===== src/rtl/uart_tx_pkg.sv =====
package uart_tx_pkg;
  typedef enum logic [1:0] {
    TX_IDLE = 2'd0,
    TX_HOLD = 2'd1,
    TX_SEND = 2'd2
  } tx_state_t;
endpackage


===== src/rtl/cts_sync.sv =====
module cts_sync #(
  parameter int STAGES = 2
) (
  input  logic clk,
  input  logic rst_n,
  input  logic async_in,
  output logic sync_out
);
  logic [STAGES-1:0] chain_q;

  generate
    for (genvar i = 0; i < STAGES; i++) begin : g_stage
      if (i == 0) begin : g_first
        always_ff @(posedge clk or negedge rst_n) begin
          if (!rst_n) chain_q[0] <= 1'b0;
          else        chain_q[0] <= async_in;
        end
      end else begin : g_next
        always_ff @(posedge clk or negedge rst_n) begin
          if (!rst_n) chain_q[i] <= 1'b0;
          else        chain_q[i] <= chain_q[i-1];
        end
      end
    end
  endgenerate

  assign sync_out = chain_q[STAGES-1];
endmodule


===== src/rtl/tx_holding.sv =====
module tx_holding #(
  parameter int DATA_W = 8
) (
  input  logic              clk,
  input  logic              rst_n,
  input  logic              wr_en,
  input  logic [DATA_W-1:0] wr_data,
  input  logic              take,
  output logic              full,
  output logic [DATA_W-1:0] data,
  output logic              ovr_err
);
  logic              full_n, ovr_n, load;
  logic [DATA_W-1:0] data_n;

  always_comb begin
    load   = wr_en && !full;
    full_n = full;
    ovr_n  = ovr_err;
    data_n = data;
    if (take)  full_n = 1'b0;
    if (load) begin
      full_n = 1'b1;
      data_n = wr_data;
    end
    if (wr_en && full) ovr_n = 1'b1;
  end

  always_ff @(posedge clk or negedge rst_n) begin
    if (!rst_n) begin
      full    <= 1'b0;
      ovr_err <= 1'b0;
      data    <= '0;
    end else begin
      full    <= full_n;
      ovr_err <= ovr_n;
      if (load) data <= data_n;
    end
  end
endmodule


===== src/rtl/tx_framer.sv =====
module tx_framer
  import uart_tx_pkg::*;
#(
  parameter int DATA_W        = 8,
  parameter int TICKS_PER_BIT = 16
) (
  input  logic              clk,
  input  logic              rst_n,
  input  logic              tick,
  input  logic              hs_en,
  input  logic              hold_sync,
  input  logic              buf_full,
  input  logic [DATA_W-1:0] buf_data,
  output logic              take,
  output logic              txd,
  output logic              tx_irq,
  output tx_state_t         state
);
  localparam int TCNT_W   = (TICKS_PER_BIT > 1) ? $clog2(TICKS_PER_BIT) : 1;
  localparam int LAST_BIT = DATA_W + 1;
  localparam int BIT_W    = $clog2(LAST_BIT + 1);
  localparam logic [TCNT_W-1:0] TCNT_LAST = TCNT_W'(TICKS_PER_BIT - 1);
  localparam logic [BIT_W-1:0]  BIT_LAST  = BIT_W'(LAST_BIT);

  tx_state_t         state_n;
  logic [DATA_W:0]   frame_q, frame_n;
  logic [TCNT_W-1:0] tcnt_q, tcnt_n;
  logic [BIT_W-1:0]  bidx_q, bidx_n;
  logic              txd_n, irq_n, go;

  assign go = tick && (!hs_en || !hold_sync);

  always_comb begin
    state_n = state;
    frame_n = frame_q;
    tcnt_n  = tcnt_q;
    bidx_n  = bidx_q;
    txd_n   = txd;
    take    = 1'b0;
    case (state)
      TX_IDLE: begin
        if (buf_full) begin
          take    = 1'b1;
          frame_n = {1'b1, buf_data};
          state_n = TX_HOLD;
        end
      end
      TX_HOLD: begin
        if (go) begin
          state_n = TX_SEND;
          txd_n   = 1'b0;
          tcnt_n  = '0;
          bidx_n  = '0;
        end
      end
      TX_SEND: begin
        if (tick) begin
          if (tcnt_q == TCNT_LAST) begin
            tcnt_n = '0;
            if (bidx_q == BIT_LAST) begin
              state_n = TX_IDLE;
              txd_n   = 1'b1;
            end else begin
              bidx_n  = bidx_q + 1'b1;
              txd_n   = frame_q[0];
              frame_n = {1'b1, frame_q[DATA_W:1]};
            end
          end else begin
            tcnt_n = tcnt_q + 1'b1;
          end
        end
      end
      default: state_n = TX_IDLE;
    endcase
    irq_n = take;
  end

  always_ff @(posedge clk or negedge rst_n) begin
    if (!rst_n) begin
      state   <= TX_IDLE;
      frame_q <= '1;
      tcnt_q  <= '0;
      bidx_q  <= '0;
      txd     <= 1'b1;
      tx_irq  <= 1'b0;
    end else begin
      state   <= state_n;
      frame_q <= frame_n;
      tcnt_q  <= tcnt_n;
      bidx_q  <= bidx_n;
      txd     <= txd_n;
      tx_irq  <= irq_n;
    end
  end
endmodule


===== src/rtl/uart_cts_tx.sv =====
module uart_cts_tx
  import uart_tx_pkg::*;
#(
  parameter int DATA_W        = 8,
  parameter int TICKS_PER_BIT = 16,
  parameter int SYNC_STAGES   = 2
) (
  input  logic              clk,
  input  logic              rst_n,
  input  logic              tick,
  input  logic              hs_en,
  input  logic              cts_hold,
  input  logic              wr_en,
  input  logic [DATA_W-1:0] wr_data,
  output logic              txd,
  output logic              tx_irq,
  output logic              buf_full,
  output logic              ovr_err
);
  logic              hold_sync, take;
  logic [DATA_W-1:0] buf_data;
  tx_state_t         tx_state;

  cts_sync #(.STAGES(SYNC_STAGES)) u_sync (
    .clk      (clk),
    .rst_n    (rst_n),
    .async_in (cts_hold),
    .sync_out (hold_sync)
  );

  tx_holding #(.DATA_W(DATA_W)) u_hold (
    .clk     (clk),
    .rst_n   (rst_n),
    .wr_en   (wr_en),
    .wr_data (wr_data),
    .take    (take),
    .full    (buf_full),
    .data    (buf_data),
    .ovr_err (ovr_err)
  );

  tx_framer #(.DATA_W(DATA_W), .TICKS_PER_BIT(TICKS_PER_BIT)) u_frm (
    .clk       (clk),
    .rst_n     (rst_n),
    .tick      (tick),
    .hs_en     (hs_en),
    .hold_sync (hold_sync),
    .buf_full  (buf_full),
    .buf_data  (buf_data),
    .take      (take),
    .txd       (txd),
    .tx_irq    (tx_irq),
    .state     (tx_state)
  );
endmodule


===== config.mk =====
export PLATFORM = sky130hd
export DESIGN_NAME = uart_cts_tx
export DESIGN_NICKNAME = d
export VERILOG_FILES = /design/src/rtl/uart_tx_pkg.sv /design/src/rtl/cts_sync.sv /design/src/rtl/tx_holding.sv /design/src/rtl/tx_framer.sv /design/src/rtl/uart_cts_tx.sv
export SDC_FILE = /design/constraint.sdc
export NUM_CORES = 1
export LEC_CHECK = 0
export BUFFER_PORTS_ARGS = -buffer_cell sky130_fd_sc_hd__buf_2
export CORE_UTILIZATION = 45
export DETAILED_ROUTE_END_ITERATION = 10
export GPL_TIMING_DRIVEN = 0
export SKIP_CTS_REPAIR_TIMING = 1
export SYNTH_ARGS = -nofsm -noshare
export SYNTH_HDL_FRONTEND = slang
export SYNTH_SLANG_ARGS = --single-unit

===== constraint.sdc =====
create_clock -name clk -period 3.4 [get_ports clk]
set_clock_uncertainty 0.05 [all_clocks]
set_input_delay 1.02 -clock clk [delete_from_list [all_inputs] [get_ports clk]]
set_output_delay 1.02 -clock clk [all_outputs]
set_load 0.005 [all_outputs]

======== Yosys cells after proc, flatten, opt, wreduce, memory -nomap -nowiden ========
Cells that the tools add are included.
word-level totals
  output and inout bits ................... 4
  input bits .............................. 14
  word-level logic and storage cells ...... 67
  register bits ........................... 33
cells by class
  equal/unequal tests ..................... 10
  muxes and demuxes ....................... 28
  add/subtract/negate cells ............... 2
  reductions and logical operators ........ 16
operators by type and width
  kind                                           count
  two-way mux 9 bit                              4
  two-way mux 4 bit                              6
  one-hot mux 9 bit (2 select lines)             1
  one-hot mux 4 bit (2 select lines)             2
  AND reduction 5 bit                            3
  two-way mux 2 bit                              5
  adder 4 x 1 -> 4 bit, second input constant    2
  == test 4 bit, second input constant           2
  two-way mux 1 bit                              8
  != test 2 x 1 -> 1 bit, second input constant  3
  != test 2 bit, second input constant           3
  one-hot mux 2 bit (3 select lines)             1
  nonzero test 2 bit                             3
  AND reduction 4 bit                            1
  logical AND 1 bit                              3
  zero test 1 bit                                3
  AND reduction 3 bit                            1
  == test 2 x 1 -> 1 bit, second input constant  1
  == test 2 bit, second input constant           1
  zero test 2 bit                                1
  one-hot mux 1 bit (2 select lines)             1
  logical OR 1 bit                               1

======== Logic depth before layout (Yosys ltp) ========
Gate-level depths: netlist (run 1).
  depth in word-level cells ............... 5
  mapped depth ............................ 6
  mapped depth without buffers ............ 5

======== Cells and area by module ========
A second synthesis (run 1) with hierarchy kept.
second synthesis, totals
  cells, all modules ...................... 125
  area total of the unflattened synthesis .. 1508.9 um^2
modules (own cells, without submodules)
  module      seq. area each (um^2)  cells each  area an instance (um^2)  instances
  tx_framer   511.7                  100         1051.0                   1
  tx_holding  250.2                  23          407.9                    1
  cts_sync    50.0                   2           50.0                     1

======== Worst setup path before layout (run 1) ========
Ideal clock, no wire load.
  path kind ............................... input-to-reg
  start ................................... in tick
  end ..................................... reg u_frm.frame_q[0]
  required time ........................... 3268 ps
  arrival ................................. 1934 ps
  stages on the path ...................... 5
  setup time .............................. 82 ps
  slack ................................... 1334 ps
  path buffers ............................ 2
  path through ............................ and3b_1 > clkbuf_2 > a31o_1 > buf_6 > mux2_4
between the ends
  cells in the longest elaborated chain, start to end .. 2
ends and longest elaborated chain
  what                                  RTL line           text
  from (decl)                           uart_cts_tx.sv:10  input logic tick,
  != test 2 bit (no source line)        -
  AND reduction 5 bit (no source line)  -
  to (signal assigned)                  tx_framer.sv:88    frame_q <= frame_n;
  to (decl)                             tx_framer.sv:26    logic [DATA_W:0] frame_q, frame_n;
No other way between the ends.
A chain may end at the register's enable or synchronous reset.

======== Worst setup path in the final report (run 1) ========
  start ................................... reg u_frm.txd
  end ..................................... out txd
RTL lines
  what                    RTL line           text
  from (decl)             tx_framer.sv:15    output logic txd,
  from (signal assigned)  tx_framer.sv:91    txd <= txd_n;
  to (decl)               uart_cts_tx.sv:15  output logic txd,
No word-level cell between the ends.

==> results of run 1 <==
[through the flow]
stage | utilization (%) | instances
finish | 55.0 | 191
global route | 55.0 | 191
CTS | 55.0 | 191
detailed placement | 53.5 | 183
global placement | 53.5 | 183
floorplan | - | 122
[final timing paths]
kind / cells past startpoint / endpoint / slack, ps / startpoint
worst min register to register: 0 / u_sync.sync_out / 330 / u_sync.chain_q[0]
worst min-delay path: 0 / u_sync.sync_out / 330 / u_sync.chain_q[0]
max in group asynchronous: 1 / u_hold.data[1] / 2180 / rst_n
worst max register to register: 6 / u_frm.frame_q[5] / 1460 / u_frm.tcnt_q[0]
min in group asynchronous: 1 / u_sync.sync_out / 660 / rst_n
worst max-delay path: 1 / txd / 1340 / u_frm.txd
[cell families after synthesis]
family	count (synthesis)
buffers and inverters	9
multiplexers	24
AND/OR/NAND/NOR	31
AO/OA/AOI/OAI	23
adder cells (fa/ha/maj)	3
flip-flops	32
[power groups by stage]
stage | Sequential [W] | Clock (W) | Combinational (W)
after detailed placement | 0.000717 | 0 | 0.000574
after CTS | 0.000710 | 0.000217 | 0.000577
after floorplan | 0.000680 | 0 | 0.000475
final | 0.000709 | 0.000207 | 0.000568
after global routing | 0.000734 | 0.000233 | 0.000633
after global placement | 0.000709 | 0 | 0.000559
[area by class of cell]
cell class / instances / area [um2]
fillers: 302 / 1420
flip-flops and latches: 32 / 812
multi-input cells: 81 / 689
repair buffers: 17 / 85.1
well taps: 44 / 55.1
clock buffers: 7 / 45.0
plain buffers: 6 / 32.5
inverters: 3 / 11.3
clock inverters: 1 / 5.00
[metal layers]
metal | vias to the layer above | wire [um] | GRT usage (%)
met1 | 529 | 1240 | 21.2
li1 | 499 | - | -
met4 | 0 | 60 | 8.77
met3 | 6 | 86 | 7.04
met5 | - | 0 | 0
met2 | 13 | 1370 | 30.5
[worst reg2reg max path: stages (launching register included)]
cell	delay [ps]
dfrtp_1	410
ha_1	240
and3_1	170
clkbuf_1	310
a31o_1	220
buf_6	150
mux2_4	310
[synthesized netlist by cell type, types with 2 or more instances]
library cell   n
nor3b_1        2
dfstp_2        9
mux2_4         7
and3_1         2
a31oi_1        3
dfrtp_1       23
inv_1          3
nand2b_1       2
nor2b_1        3
clkbuf_1       3
nor2_1         4
o211ai_1       5
a31o_2         3
a21o_1         2
and3b_1        2
nand2_1        2
mux2_2        16
nand3_1        6
nand3b_1       2
ha_1           3
o22ai_1        2
[registers in the layout, indices dropped and copies added, names as in the netlist]
name	count
u_frm.frame_q	8
u_hold.data	8
u_frm.bidx_q	4
u_frm.tcnt_q	4
u_frm.state	2
u_frm.tx_irq	1
u_frm.txd	1
u_hold.full	1
u_hold.ovr_err	1
u_sync.chain_q	1
u_sync.sync_out	1
==> flow_metrics.py, run 1 <==
metrics = {
    "global_routing": {
        "track_usage_pct": 18.5,
        "grt_pass1_wl_mm": 4.75,
        "gr-total-overflow": 0,
        "antenna_found_initial": 0,
        "grt_max_degree": 33,
        "first_global_vias": 1026,
    },
    "logic_synthesis": {
        "synthAdderAreaFrac_pct": 2.43,
        "synth_seq_area_share_pct": 52.6,
        "synthMuxAreaShare_pct": 19.1,
        "synth-seq-cells": 32,
        "syn_nets": 139,
        "synth_edf_count": 0,
        "synth_cells": 122,
        "synth_warnings": 0,
        "yosysTopAreaCellShare_pct": 37.2,
        "synthArstFlopShare_pct": 100,
        "ys_types": 39,
        "synth_compound_area_share_pct": 11.3,
        "yosysTopAreaCell": "dfrtp_1",
        "synth_flop_cell": "dfrtp_1",
        "synth_top_family_by_area": "multiplexers",
        "syn_avg_cell_area_um2": 12.7,
        "synth_area_leaders": "dfrtp_1 (37%), dfstp_2 (15%), mux2_2 (12%)",
        "synth-xor-area-share_pct": 0,
        "synthSimpleGateAreaFrac_pct": 11.8,
        "netlist_area_um2": 1550,
    },
    "finish": {
        "mostFrequentLayoutCell": "dfrtp_1",
        "final_cell_mix": "dfrtp_1 (23), buf_2 (18), mux2_2 (16)",
        "antenna_cells": 0,
        "syn2layout_area_growth_pct": 12.3,
        "nets": 163,
        "fin_area_um2": 1740,
        "drive_above_1_share_pct": 42.9,
    },
    "pwr": {
        "power_density_nw_per_um2": 855,
        "peakVddDrop_v": 0.000435,
        "switching_power_w": 0.000473,
        "power_frac_seq_pct": 47.7,
        "fin_total_pwr_w": 0.00148,
        "clkPwrFrac_pct": 14.0,
        "switching_share_pct": 31.9,
        "p_int_w": 0.00101,
        "comb_power_share_pct": 38.3,
        "cellLeakagePower_nw": 0.760,
    },
    "die": {
        "num_io_pins": 18,
        "start_util_pct": 49.0,
        "core_area_um2": 3150,
        "dieWidth_um": 60.6,
        "die_h_um": 60.6,
        "rows": 20,
        "die_area_um2": 3670,
    },
    "drt": {
        "first_pass_iters": 4,
        "routed_wl_mm": 2.76,
        "drtAntennaViolNets": 0,
        "routedWlPerCell_um": 14.4,
        "drc": 0,
        "drtIter0Drc": 21,
        "vias_per_cell": 5.48,
        "vias": 1047,
    },
    "clock_network": {
        "cts_max_level": 2,
        "cts_max_path_buffers": 2,
        "clockRootBuffer": "clkbuf_4",
        "cts_buffers": 5,
        "cts_tree": "yes",
        "clk_latency_ps": 340,
        "path_clk_slew_ps": 110,
        "clkSinkCount": 32,
    },
    "critical_path": {
        "crit_chain": "buf_2",
        "cp-start-kind": "register",
        "critical_path_required_ps": 2330,
        "end_kind": "output port",
        "cpPeakStageDelay_ps": 550,
        "cp_top_family": "flip-flops",
        "crit_buf_inv": 1,
        "crit_arrival_ps": 990,
        "crit_slowest_cell": "dfstp_2",
        "crit_fanout": 3,
        "critPathKind": "register to output port",
    },
    "timing": {
        "finalMaxSlewViolations": 0,
        "fin_crit_ps": 2060,
        "setup_slack_ps": 1340,
        "fmax_mhz": 486,
        "fin_setup_tns_ps": 0,
        "holdWs_ps": 331,
        "finalHoldViolations": 0,
        "slew_headroom_pct": 53.8,
        "setup_viol": 0,
        "worst_pin_slew_ps": 694,
        "post-route-period-util_pct": 60.6,
        "rsz0062_at_grt": "false",
    },
    "flow_run": {
        "cap_viol_max_count": 0,
    },
    "placed_design": {
        "io_buffers": 17,
        "placed_area_um2": 1690,
        "routabilityCongestion": 0.756,
        "post-dp-hpwl_mm": 1.96,
        "pre_cts_slack_ps": 1110,
    },
    "hold_path": {
        "hp-class": "register to register",
    },
    "status": {
        "status": "completed",
    },
}
Note: power is estimated with default switching activity, not from simulation.
==> run 2: changes to the inputs <==
- ABC_AREA: not set -> 1
- PLACE_DENSITY: not set -> 0.66
- clock period: 3.4 -> 1.8 ns (I/O delays scaled with it)
==> run 2 against run 1 <==
Effect of this change: cell area grew 4.3%; core utilization is 1.7 points lower; synthesized cell count up 55%; register-to-register slack got worse by 1200 ps; final cell count grew 36%; critical path depth stayed put; area after synthesis grew 4.9%; total power increased by 82%; worst setup slack got worse by 1100 ps; non-clock buffer count shrank 3; via count grew 20%; largest power group unchanged; highest routed layer unchanged.
==> flow_metrics.py, run 2 <==
metrics = {
    "status": {
        "status": "completed",
    },
    "finish": {
        "mostFrequentLayoutCell": "nand2_1",
        "n_fill_cell": 322,
        "syn2layout_area_growth_pct": 11.7,
        "largestRegisters": "u_frm.frame_q x8, u_hold.data x8",
        "antenna_cells": 0,
        "nets": 230,
        "multiInputGateArea_um2": 741,
        "drive_above_1_share_pct": 26.3,
        "fin_area_um2": 1810,
        "regArea_um2": 812,
        "final_cell_mix": "nand2_1 (80), dfrtp_1 (23), nand3_1 (18)",
    },
    "pwr": {
        "power_density_nw_per_um2": 1500,
        "switching_share_pct": 40.0,
        "switching_power_w": 0.00108,
        "cellLeakagePower_nw": 0.959,
        "power_frac_seq_pct": 45.2,
        "peakVddDrop_v": 0.000818,
        "clkPwrFrac_pct": 13.9,
        "p_int_w": 0.00162,
        "comb_power_share_pct": 40.9,
    },
    "placed_design": {
        "io_buffers": 17,
        "routabilityCongestion": 0.768,
        "placed_area_um2": 1760,
        "pre_cts_slack_ps": 297,
        "post-dp-hpwl_mm": 2.07,
    },
    "logic_synthesis": {
        "synth_flop_cell": "dfrtp_1",
        "netlist_area_um2": 1620,
        "syn_nets": 206,
        "synth_cells": 189,
        "synth-seq-cells": 32,
        "synthArstFlopShare_pct": 100,
        "syn_avg_cell_area_um2": 8.57,
        "yosysTopAreaCell": "dfrtp_1",
        "ys_top_cells_by_count": "nand2_1 (80), dfrtp_1 (23), nand3_1 (18), nor2_1 (14)",
        "synth_area_leaders": "dfrtp_1 (36%), nand2_1 (19%), dfstp_2 (15%)",
        "yosysMostFrequentCell": "nand2_1",
        "synth_warnings": 0,
        "ys_types": 24,
        "synth_edf_count": 0,
        "yosysTopAreaCellShare_pct": 35.5,
        "synth_seq_area_share_pct": 50.1,
    },
    "timing": {
        "setup_slack_ps": 246,
        "worst_pin_slew_ps": 689,
        "post-route-period-util_pct": 86.3,
        "fin_crit_ps": 1550,
        "rsz0062_at_grt": "false",
        "slew_headroom_pct": 54.1,
        "fmax_mhz": 643,
        "fin_setup_tns_ps": 0,
        "finalHoldViolations": 0,
        "setup_viol": 0,
        "finalMaxSlewViolations": 0,
    },
    "critical_path": {
        "crit_chain": "buf_2",
        "critical_path_required_ps": 1210,
        "crit_arrival_ps": 960,
        "r2r_setup_slack_ps": 260,
        "crit_fanout": 2,
        "r2r_end": "u_frm.frame_q[6]",
        "crit_buf_inv": 1,
        "end_kind": "output port",
        "cpPeakStageDelay_ps": 540,
        "critPathKind": "register to output port",
        "worstRegToRegCells": 7,
        "crit_path_start": "u_frm.txd",
        "cp-start-kind": "register",
        "r2r-start": "u_frm.bidx_q[0]",
        "cp_top_family": "flip-flops",
        "crit_slowest_cell": "dfstp_2",
    },
    "global_routing": {
        "first_global_vias": 1181,
        "grt_max_degree": 33,
        "antenna_found_initial": 0,
        "grt_pass1_wl_mm": 5.11,
        "track_usage_pct": 18.5,
        "gr-total-overflow": 0,
    },
    "hold_path": {
        "hp-class": "input pin to asynchronous set/reset pin",
    },
    "drt": {
        "drtIter0Drc": 43,
        "first_pass_iters": 4,
        "drtAntennaViolNets": 0,
        "drc": 0,
        "vias": 1253,
        "routedWlPerCell_um": 11.2,
        "routed_wl_mm": 2.89,
        "vias_per_cell": 4.84,
    },
    "die": {
        "die_h_um": 62.0,
        "rows": 21,
        "start_util_pct": 47.8,
        "dieWidth_um": 62.0,
        "die_area_um2": 3840,
        "core_area_um2": 3390,
        "num_io_pins": 18,
    },
    "clock_network": {
        "clk_latency_ps": 320,
        "cts_buffers": 5,
        "clkSinkCount": 32,
        "cts_max_path_buffers": 2,
        "cts_tree": "yes",
        "path_clk_slew_ps": 100,
        "cts_max_level": 2,
        "clockRootBuffer": "clkbuf_4",
    },
    "flow_run": {
        "cap_viol_max_count": 0,
    },
}
==> run 2: cell families (layout without fill, tap and decap cells) <==
logic type / count (synthesis) / count (layout) / share of synthesized area [%]
and+or+nand+nor: 124 / 124 / 34.7
DFF: 32 / 32 / 50.1
buffers and inverters: 14 / 38 / 4.17
AOI/OAI and AO/OA: 7 / 7 / 2.70
muxes: 7 / 7 / 4.87
adders and majority gates: 3 / 3 / 2.32
xor gates and xnor gates: 2 / 2 / 1.08
==> run 2: worst max-delay path by stage <==
stage          slack (ps)                to  cells after the start
3_5_place_dp          300  u_frm.frame_q[6]                      6
2_1_floorplan         420  u_frm.frame_q[0]                      7
4_1_cts               240               txd                      1
6_report              250               txd                      1
5_1_grt               150  u_frm.frame_q[4]                      8
3_3_place_gp          300  u_frm.frame_q[3]                      7
==> run 2: cell type report <==
| class | instances | share of cell area, % |
|---|---|---|
| sequential | 32 | 44.9 |
| clock inverter | 1 | 0.277 |
| buffer | 3 | 1.45 |
| inverter | 11 | 2.28 |
| tap | 46 | 3.18 |
| clock buffer | 6 | 2.28 |
| timing repair buffer | 17 | 4.70 |
| multi-input combinational | 143 | 40.9 |
==> run 2: power by group through the flow <==
stage               logic, W  registers (W)  clock network [W]
floorplan           0.000885        0.00120                  0
global placement     0.00109        0.00122                  0
detailed placement   0.00112        0.00124                  0
CTS                  0.00112        0.00122           0.000395
global route         0.00128        0.00126           0.000431
finish               0.00111        0.00122           0.000375
==> run 2: per-stage QoR <==
step	std cells	hold slack (ps)	power (W)	util, %
2_1_floorplan	189	194	0.00208	-
3_3_place_gp	252	283	0.00231	52.0
3_5_place_dp	252	286	0.00235	52.0
4_1_cts	259	221	0.00274	53.4
5_1_grt	259	229	0.00296	53.4
6_report	259	195	0.00271	53.4
==> run 2: layer usage <==
metal | vias up | track usage, % | share of wire, %
met4 | 0 | 4.76 | 0.45
met5 | - | 0 | 0
met3 | 2 | 6.21 | 2.8
met1 | 589 | 23.2 | 47
li1 | 646 | - | -
met2 | 16 | 30.5 | 49
==> run 3: changes to the inputs <==
- PLACE_DENSITY: 0.66 -> 0.75
- TNS_END_PERCENT: not set -> 20
==> run 3 against run 2 <==
Effect of this change: clock power is 14% higher; cell area up 0.69%; flip-flop and latch count unchanged; clock-buffer cell count rose by 2; largest power group unchanged; worst hold slack got worse by 17 ps; first-iteration DRC count decreased by 16%; critical endpoint unchanged; register-to-register slack hardly changed.
==> flow_metrics.py, run 3 (synthesis gave the netlist of run 2 again) <==
metrics = {
    "status": {
        "status": "completed",
    },
    "clock_network": {
        "clockRootBuffer": "clkbuf_4",
        "cts_max_path_buffers": 2,
        "clkSinkCount": 32,
        "cts_buffers": 5,
        "cts_max_level": 2,
        "path_clk_slew_ps": 100,
        "clk_latency_ps": 330,
        "cts_tree": "yes",
    },
    "drt": {
        "first_pass_iters": 4,
        "routedWlPerCell_um": 10.7,
        "vias": 1222,
        "drc": 0,
        "drtAntennaViolNets": 0,
        "drtIter0Drc": 36,
        "vias_per_cell": 4.70,
        "routed_wl_mm": 2.79,
    },
    "critical_path": {
        "crit_arrival_ps": 980,
        "critical_path_required_ps": 1210,
        "end_kind": "output port",
        "crit_fanout": 2,
        "crit_slowest_cell": "dfstp_2",
        "cp-start-kind": "register",
        "cpPeakStageDelay_ps": 540,
        "cp_top_family": "flip-flops",
        "crit_buf_inv": 1,
        "critPathKind": "register to output port",
        "crit_chain": "buf_2",
    },
    "pwr": {
        "switching_share_pct": 39.2,
        "clkPwrFrac_pct": 15.6,
        "comb_power_share_pct": 39.9,
        "cellLeakagePower_nw": 0.963,
        "power_frac_seq_pct": 44.5,
        "switching_power_w": 0.00108,
        "peakVddDrop_v": 0.000893,
        "p_int_w": 0.00167,
        "power_density_nw_per_um2": 1510,
    },
    "finish": {
        "largestRegisters": "u_frm.frame_q x8, u_hold.data x8",
        "drive_above_1_share_pct": 26.2,
        "nets": 230,
        "final_cell_mix": "nand2_1 (80), dfrtp_1 (23), nand3_1 (18)",
        "syn2layout_area_growth_pct": 12.4,
        "antenna_cells": 0,
        "mostFrequentLayoutCell": "nand2_1",
    },
    "global_routing": {
        "gr-total-overflow": 0,
        "antenna_found_initial": 0,
        "track_usage_pct": 18.1,
        "first_global_vias": 1113,
        "grt_max_degree": 33,
        "grt_pass1_wl_mm": 4.89,
    },
    "placed_design": {
        "routabilityCongestion": 0.820,
        "io_buffers": 17,
        "post-dp-hpwl_mm": 1.97,
        "pre_cts_slack_ps": 283,
    },
    "timing": {
        "finalHoldViolations": 0,
        "slew_headroom_pct": 55.0,
        "worst_pin_slew_ps": 675,
        "setup_viol": 0,
        "finalMaxSlewViolations": 0,
        "setup_slack_ps": 233,
        "fin_setup_tns_ps": 0,
        "post-route-period-util_pct": 87.1,
        "fin_crit_ps": 1570,
        "rsz0062_at_grt": "false",
        "fmax_mhz": 638,
    },
    "die": {
        "num_io_pins": 18,
        "dieWidth_um": 62.0,
        "rows": 21,
        "die_area_um2": 3840,
        "start_util_pct": 47.8,
        "die_h_um": 62.0,
        "core_area_um2": 3390,
    },
    "flow_run": {
        "cap_viol_max_count": 0,
    },
    "hold_path": {
        "hp-class": "input pin to asynchronous set/reset pin",
    },
}
-- run 3: final timing paths --
check                                  startpoint  cells past startpoint  slack, ps                 to
worst max-delay path                    u_frm.txd                      1        230                txd
max in group asynchronous                   rst_n                      1       1080     u_hold.data[4]
worst max register to register    u_frm.bidx_q[0]                      7        260   u_frm.frame_q[4]
min in group clk                         cts_hold                      1        250  u_sync.chain_q[0]
worst min register to register  u_sync.chain_q[0]                      0        310    u_sync.sync_out
worst min-delay path                        rst_n                      1        180    u_frm.tcnt_q[0]
-- run 3: metrics by stage --
stage	util [%]	cell area (um2)	hold slack, ps	cells	total power, W
final	53.7	1820	178	260	0.00275
after detailed placement	52.0	1760	285	252	0.00235
after CTS	53.7	1820	199	260	0.00278
after global routing	53.7	1820	225	260	0.00300
after floorplan	-	1620	194	189	0.00208
after global placement	52.0	1760	284	252	0.00231
-- run 3: final cells by class --
cell class	count	area (um2)
fillers	340	1570
repair buffers	17	85.1
well taps	46	57.6
clock buffers	8	58.8
inverters	11	41.3
flip-flops and latches	32	812
plain buffers	3	26.3
multi-input cells	143	741
-- run 3: power by group through the flow --
stage	Sequential (W)	Combinational, W	Clock [W]
finish	0.00122	0.00110	0.000428
global placement	0.00122	0.00109	0
global route	0.00126	0.00126	0.000480
CTS	0.00122	0.00112	0.000442
floorplan	0.00120	0.000885	0
detailed placement	0.00124	0.00111	0
-- run 3: metal layers --
| layer | GRT usage, % | part of all wire, % | vias to the layer above |
|---|---|---|---|
| met5 | 0 | 0 | - |
| met4 | 7.62 | 2.0 | 0 |
| met3 | 6.21 | 2.7 | 5 |
| met2 | 28.4 | 47 | 13 |
| met1 | 22.9 | 48 | 550 |
| li1 | - | - | 654 |
